--- config.mk ---
export PLATFORM = sky130hd
export DESIGN_NAME = irq_restart_ctrl
export DESIGN_NICKNAME = d
export VERILOG_FILES = /design/src/rtl/irq_ctl_pkg.sv /design/src/rtl/irq_edge_flag.sv /design/src/rtl/irq_ctrl_regs.sv /design/src/rtl/irq_prio_arb.sv /design/src/rtl/irq_restart_ctrl.sv
export SDC_FILE = /design/constraint.sdc
export NUM_CORES = 1
export LEC_CHECK = 0
export BUFFER_PORTS_ARGS = -buffer_cell sky130_fd_sc_hd__buf_2
export CELL_PAD_IN_SITES_DETAIL_PLACEMENT = 1
export CELL_PAD_IN_SITES_GLOBAL_PLACEMENT = 2
export CORE_ASPECT_RATIO = 0.7
export CORE_MARGIN = 2
export CORE_UTILIZATION = 26
export CTS_CLUSTER_DIAMETER = 100
export CTS_CLUSTER_SIZE = 16
export DETAILED_ROUTE_END_ITERATION = 10
export MAX_ROUTING_LAYER = met4
export PLACE_DENSITY = 0.76
export SLEW_MARGIN = 20
export SYNTH_ARGS = -nofsm -noshare
export SYNTH_HDL_FRONTEND = slang
export SYNTH_SLANG_ARGS = --single-unit
--- constraint.sdc ---
create_clock -name clk -period 1.23 [get_ports clk]
set_input_delay 0.123 -clock clk [delete_from_list [all_inputs] [get_ports clk]]
set_output_delay 0.123 -clock clk [all_outputs]
set_load 0.01 [all_outputs]
--- src/rtl/irq_ctl_pkg.sv ---
package irq_ctl_pkg;

  localparam int NUM_RQ = 3;
  localparam int BYTE_W = 8;

  localparam logic [BYTE_W-1:0] NMI_VEC = 8'h24;
  localparam logic [BYTE_W-1:0] RQ_BASE = 8'h2C;
  localparam int                RQ_STEP = 8;

  typedef enum logic [2:0] {
    SRC_NONE = 3'd0,
    SRC_EXT  = 3'd1,
    SRC_LO   = 3'd2,
    SRC_MID  = 3'd3,
    SRC_HI   = 3'd4,
    SRC_NMI  = 3'd5
  } irq_src_e;

  // Restart vectors are evenly spaced from the lowest-priority line upward.
  function automatic logic [BYTE_W-1:0] rq_vector(input int idx);
    return RQ_BASE + BYTE_W'(idx * RQ_STEP);
  endfunction

endpackage

--- src/rtl/irq_edge_flag.sv ---
module irq_edge_flag #(
  parameter bit LEVEL_QUAL = 1'b0,
  parameter bit PREV_INIT  = 1'b1
) (
  input  logic clk,
  input  logic rst_n,
  input  logic pin_i,
  input  logic clr_i,
  output logic flag_o
);

  logic prev_q, prev_d;
  logic flag_q, flag_d;

  always_comb begin
    prev_d = pin_i;
    flag_d = flag_q;
    if (clr_i) flag_d = 1'b0;
    if (LEVEL_QUAL && !pin_i) flag_d = 1'b0;
    // A fresh rising edge wins over any clear in the same cycle.
    if (pin_i && !prev_q) flag_d = 1'b1;
  end

  always_ff @(posedge clk or negedge rst_n) begin
    if (!rst_n) begin
      prev_q <= PREV_INIT;
      flag_q <= 1'b0;
    end else begin
      prev_q <= prev_d;
      flag_q <= flag_d;
    end
  end

  assign flag_o = flag_q;

endmodule

--- src/rtl/irq_ctrl_regs.sv ---
module irq_ctrl_regs
  import irq_ctl_pkg::*;
(
  input  logic              clk,
  input  logic              rst_n,
  input  logic              accept_i,
  input  logic              accept_nmi_i,
  input  logic              ei_i,
  input  logic              di_i,
  input  logic              mask_wr_i,
  input  logic              mask_ld_i,
  input  logic [NUM_RQ-1:0] mask_val_i,
  input  logic              sout_ld_i,
  input  logic              sout_val_i,
  input  logic              stat_rd_i,
  output logic [NUM_RQ-1:0] mask_o,
  output logic              ie_o,
  output logic              ie_view_o,
  output logic              sout_o
);

  logic [NUM_RQ-1:0] mask_q, mask_d;
  logic              ie_q, ie_d;
  logic              saved_q, saved_d;
  logic              note_q, note_d;
  logic              sout_q, sout_d;

  always_comb begin
    mask_d  = mask_q;
    ie_d    = ie_q;
    saved_d = saved_q;
    note_d  = note_q;
    sout_d  = sout_q;

    if (mask_wr_i && mask_ld_i) mask_d = mask_val_i;
    if (mask_wr_i && sout_ld_i) sout_d = sout_val_i;

    if (accept_i)  ie_d = 1'b0;
    else if (di_i) ie_d = 1'b0;
    else if (ei_i) ie_d = 1'b1;

    if (accept_nmi_i) begin
      saved_d = ie_q;
      note_d  = 1'b1;
    end else if (stat_rd_i) begin
      note_d  = 1'b0;
    end
  end

  always_ff @(posedge clk or negedge rst_n) begin
    if (!rst_n) begin
      mask_q  <= '1;
      ie_q    <= 1'b0;
      saved_q <= 1'b0;
      note_q  <= 1'b0;
      sout_q  <= 1'b0;
    end else begin
      mask_q  <= mask_d;
      ie_q    <= ie_d;
      saved_q <= saved_d;
      note_q  <= note_d;
      sout_q  <= sout_d;
    end
  end

  assign mask_o    = mask_q;
  assign ie_o      = ie_q;
  assign ie_view_o = note_q ? saved_q : ie_q;
  assign sout_o    = sout_q;

endmodule

--- src/rtl/irq_prio_arb.sv ---
module irq_prio_arb
  import irq_ctl_pkg::*;
(
  input  logic              nmi_pend_i,
  input  logic [NUM_RQ-1:0] rq_pend_i,
  input  logic              ext_pend_i,
  input  logic [NUM_RQ-1:0] mask_i,
  input  logic              ie_i,
  output irq_src_e          win_o,
  output logic [BYTE_W-1:0] vec_o
);

  logic [NUM_RQ-1:0] rq_elig;

  for (genvar k = 0; k < NUM_RQ; k++) begin : g_elig
    assign rq_elig[k] = rq_pend_i[k] & ~mask_i[k] & ie_i;
  end

  // Scan from lowest to highest priority; a later hit overrides.
  always_comb begin
    win_o = SRC_NONE;
    vec_o = '0;
    if (ext_pend_i && ie_i) begin
      win_o = SRC_EXT;
      vec_o = '0;
    end
    for (int k = 0; k < NUM_RQ; k++) begin
      if (rq_elig[k]) begin
        win_o = irq_src_e'(3'(int'(SRC_LO) + k));
        vec_o = rq_vector(k);
      end
    end
    if (nmi_pend_i) begin
      win_o = SRC_NMI;
      vec_o = NMI_VEC;
    end
  end

endmodule

--- src/rtl/irq_restart_ctrl.sv ---
module irq_restart_ctrl
  import irq_ctl_pkg::*;
(
  input  logic       clk,
  input  logic       rst_n,
  input  logic       nmi_i,
  input  logic       rq_hi_i,
  input  logic       rq_mid_i,
  input  logic       rq_lo_i,
  input  logic       ext_req_i,
  input  logic       sample_i,
  input  logic       ei_i,
  input  logic       di_i,
  input  logic       mask_wr_i,
  input  logic [7:0] mask_wdata_i,
  input  logic       stat_rd_i,
  output logic [7:0] stat_rdata_o,
  input  logic       serial_in_i,
  output logic       serial_out_o,
  output logic       take_o,
  output logic       ack_cycle_o,
  output logic [7:0] vec_o
);

  localparam int SYNC_STAGES = 2;

  // Reset: asserted asynchronously, released on a clock edge.
  logic [SYNC_STAGES-1:0] rst_pipe_q;
  logic                   rst_int_n;

  always_ff @(posedge clk or negedge rst_n) begin
    if (!rst_n) rst_pipe_q <= '0;
    else        rst_pipe_q <= {rst_pipe_q[SYNC_STAGES-2:0], 1'b1};
  end
  assign rst_int_n = rst_pipe_q[SYNC_STAGES-1];

  // Mask word fields
  logic              mw_mask_ld, mw_hi_clr, mw_sout_val, mw_sout_ld;
  logic [NUM_RQ-1:0] mw_mask_val;
  logic              mw_unused_bit;
  assign mw_mask_val   = mask_wdata_i[NUM_RQ-1:0];
  assign mw_mask_ld    = mask_wdata_i[3];
  assign mw_hi_clr     = mask_wdata_i[4];
  assign mw_unused_bit = mask_wdata_i[5];
  assign mw_sout_val   = mask_wdata_i[6];
  assign mw_sout_ld    = mask_wdata_i[7];

  logic              nmi_flag, hi_flag, hi_clr;
  logic [NUM_RQ-1:0] mask_w;
  logic              ie_w, ie_view_w, sout_w;
  logic [NUM_RQ-1:0] rq_pend;
  irq_src_e          win;
  logic [BYTE_W-1:0] win_vec;
  logic              accept, accept_nmi;

  assign accept     = sample_i && (win != SRC_NONE);
  assign accept_nmi = sample_i && (win == SRC_NMI);
  assign hi_clr     = (accept && win == SRC_HI) || (mask_wr_i && mw_hi_clr);

  irq_edge_flag #(.LEVEL_QUAL(1'b1), .PREV_INIT(1'b1)) u_nmi_flag (
    .clk    (clk),
    .rst_n  (rst_int_n),
    .pin_i  (nmi_i),
    .clr_i  (accept_nmi),
    .flag_o (nmi_flag)
  );

  irq_edge_flag #(.LEVEL_QUAL(1'b0), .PREV_INIT(1'b1)) u_hi_flag (
    .clk    (clk),
    .rst_n  (rst_int_n),
    .pin_i  (rq_hi_i),
    .clr_i  (hi_clr),
    .flag_o (hi_flag)
  );

  assign rq_pend = {hi_flag, rq_mid_i, rq_lo_i};

  irq_ctrl_regs u_regs (
    .clk          (clk),
    .rst_n        (rst_int_n),
    .accept_i     (accept),
    .accept_nmi_i (accept_nmi),
    .ei_i         (ei_i),
    .di_i         (di_i),
    .mask_wr_i    (mask_wr_i),
    .mask_ld_i    (mw_mask_ld),
    .mask_val_i   (mw_mask_val),
    .sout_ld_i    (mw_sout_ld),
    .sout_val_i   (mw_sout_val),
    .stat_rd_i    (stat_rd_i),
    .mask_o       (mask_w),
    .ie_o         (ie_w),
    .ie_view_o    (ie_view_w),
    .sout_o       (sout_w)
  );

  irq_prio_arb u_arb (
    .nmi_pend_i (nmi_flag && nmi_i),
    .rq_pend_i  (rq_pend),
    .ext_pend_i (ext_req_i),
    .mask_i     (mask_w),
    .ie_i       (ie_w),
    .win_o      (win),
    .vec_o      (win_vec)
  );

  // Output registers
  logic              take_q, take_d;
  logic              ack_q, ack_d;
  logic [BYTE_W-1:0] vec_q, vec_d;

  always_comb begin
    take_d = accept;
    ack_d  = accept && (win == SRC_EXT);
    vec_d  = accept ? win_vec : vec_q;
  end

  always_ff @(posedge clk or negedge rst_int_n) begin
    if (!rst_int_n) begin
      take_q <= 1'b0;
      ack_q  <= 1'b0;
      vec_q  <= '0;
    end else begin
      take_q <= take_d;
      ack_q  <= ack_d;
      vec_q  <= vec_d;
    end
  end

  assign take_o       = take_q;
  assign ack_cycle_o  = ack_q;
  assign vec_o        = vec_q;
  assign serial_out_o = sout_w;
  assign stat_rdata_o = {serial_in_i, hi_flag, rq_mid_i, rq_lo_i, ie_view_w, mask_w};

endmodule

==> reports/qor.txt <==
Fill cells: 353
EDFF count, synth: 0
Largest net degree at the start of global routing: 17
Arrival time at the worst endpoint: 1.50 ns
Failing checks: setup timing
Die area: 3624 µm²
Pleak: 0.0005572 µW
First-pass GRT wire length: 3070 µm
Status: finished, violations left
WP buf/inv: 0
RSZ-0062 raised after global routing: true
DRT Pass-1 Iters: 4
Skew-Pair Late Insertion Delay: 0.26 ns
Die W: 71.11 µm
Met2 GRT Util: 0.1869
Total gr overflow: 0
Number of distinct library cells after synthesis: 23
Syn avg cell area: 11.38 µm²
Pwr per Cell Area: 1396 nW/µm²
Dpl cells: 141
Via density: 4.268
CP max stage cell: dfstp_2
Initial Util: 0.2657
Netlist Area Pre-Place: 819.5 µm²
Critical Path Fanout Max: 4
Finished Layout Cells: 149
Ys flop type: dfrtp_1
Max Root-Sink Buffers: 2
Num CTS Buffers: 3
Crit-path max cell delay: 0.56 ns
Final WS setup: -0.09560 ns
Post-route cell area: 1145 µm²
Initial antenna violation count: 0
Met3 usage: 0.04536
FMAX: 0.7544 GHz
Met1 Track Usage GR: 0.1409
CTS tree: yes
Share of cells above drive strength 1: 0.5766
Ys Warns: 0
Most common cell after layout, fill and taps aside: buf_2
Final hold vios: 0
Vias: 636
Die height: 50.97 µm
H-tree levels: 1
Seq/Total Area, Yosys: 0.5573
Crit Path Category: flop to flop
Max VDD drop: 0.0007516 V
Starting DRC count in detailed routing: 10
CTS root buf: clkbuf_8
FP Rows: 17
Detailed Route WL: 1855 µm
Area grow syn2layout: 39.69%
Max-slew violation count: 0
CP Capture Type: flop
Reg clk slew, reported paths: 0.07 ns
Final ANT Viol Nets: 0
Hold Path Class: primary input to flop
Placed cell area: 1008 µm²
Gpl congestion: 0.7549
FF+latch area: 456.7 µm²
Async SR Flop Fraction: 1.000
Final Hold Slack: 0.02650 ns
Worst setup SP type: flop
Final period util: 1.078
Clock sinks: 18
DP Wirelength: 1440 µm
Post-route DRC: 0
Worst Clk Skew: 0.007122 ns
Nets: 133
CP cell instances: nor2b_4, o41ai_2, a21boi_2, nor3_2
Diode count: 0
Maximum capacitance violations: 0
GR peak layer: met2
Pre-CTS setup slack: -0.09250 ns
Drt wl/cell: 12.45 µm
Final setup vio count: 4
Required @ worst endpoint: 1.41 ns
Multi-input logic area: 324.1 µm²
Mapped Cells: 72
FF+latch count, synth: 18
Vias in the first global route: 634
Commonest non-fill, non-tap cells in the layout: 32 x buf_2, 13 x dfrtp_1, 6 x mux2_2, 6 x buf_4
# port buffers: 32
GRT Total Usage: 0.1156
CP delay by family, top: flip-flops
Crit path time final: 1.326 ns
Core area: 3084 µm²
# IOs: 40
==> registers in the layout, indices dropped and copies added (netlist names) <==
signal / cells
u_regs.mask_o: 3
vec_o: 3
rst_pipe_q: 2
ack_cycle_o: 1
take_o: 1
u_hi_flag.flag_o: 1
u_hi_flag.prev_q: 1
u_nmi_flag.flag_o: 1
u_nmi_flag.prev_q: 1
u_regs.ie_o: 1
u_regs.note_q: 1
u_regs.saved_q: 1
u_regs.sout_o: 1
==> timing repair <==
item,in CTS,in global routing
endpoints found under the hold margin,4,0
hold buffers,3,0
setup buffers,1,0
pin swaps,7,6
endpoints found under the setup margin,7,8
resized for setup,6,4
==> report_power, final <==
part | internal (µW) | total (µW) | switching [µW]
clock | 284 | 484 | 200
combinational | 198 | 383 | 185
sequential | 679 | 731 | 52.1
==> kinds of logic (layout without fill, tap and decap cells) <==
family | Yosys count | count (layout) | share of synthesized area
compound gates | 13 | 13 | 0.1130
buf+inv | 14 | 50 | 0.1099
flops | 18 | 18 | 0.5573
mux | 6 | 6 | 0.08244
other cells | 2 | 5 | 0.009164
simple gates | 19 | 19 | 0.1282
==> final cells by class <==
cell class	count	share of cell area
well taps	38	0.04153
clock buffers	4	0.04809
multi-input cells	43	0.2831
inverters	4	0.01311
flip-flops and latches	18	0.3989
repair buffers	42	0.2153
==> per-stage QoR <==
step	utilization	total power [µW]	setup TNS [ns]
global placement	0.3270	1055	-0.1133
CTS	0.3684	1624	-0.3792
global route	0.3712	1697	-0.6359
finish	0.3712	1598	-0.2562
floorplan	-	935.6	-0.1030
detailed placement	0.3270	1071	-0.2897
==> path summary, 6_finish.rpt <==
| check | from | end | slack [ns] | depth (start not counted) |
|---|---|---|---|---|
| max | u_regs.mask_o[1] | u_regs.ie_o | -0.1 | 4 |
| min | di_i | u_regs.ie_o | 0.03 | 2 |
| max reg2reg | u_regs.mask_o[1] | u_regs.ie_o | -0.1 | 4 |
| min reg2reg | rst_pipe_q[1] | vec_o[3] | 0.17 | 1 |
| max in group asynchronous | rst_pipe_q[1] | u_regs.mask_o[2] | 0.80 | 1 |
| min in group asynchronous | rst_pipe_q[1] | vec_o[3] | 0.17 | 1 |
==> routing by layer <==
layer  vias to the layer above  wire length [µm]
met5                         -                 0
met4                         0                 0
met3                         0               131
met2                        22               880
met1                       314               842
li1                        300                 -
==> synth_stat cells, drive strengths merged (2+ instances only) <==
master	instances	share of area
buf	10	0.092
nand3	2	0.012
nand2b	2	0.015
inv	4	0.018
nor2b	3	0.032
dfstp	5	0.16
nand2	6	0.027
o211ai	2	0.018
a21oi	2	0.012
nor2	3	0.014
dfrtp	13	0.40
o21ai	5	0.031
mux2	6	0.082
a21boi	2	0.023
conb	2	0.0092
(Power assumes the default switching activity.)
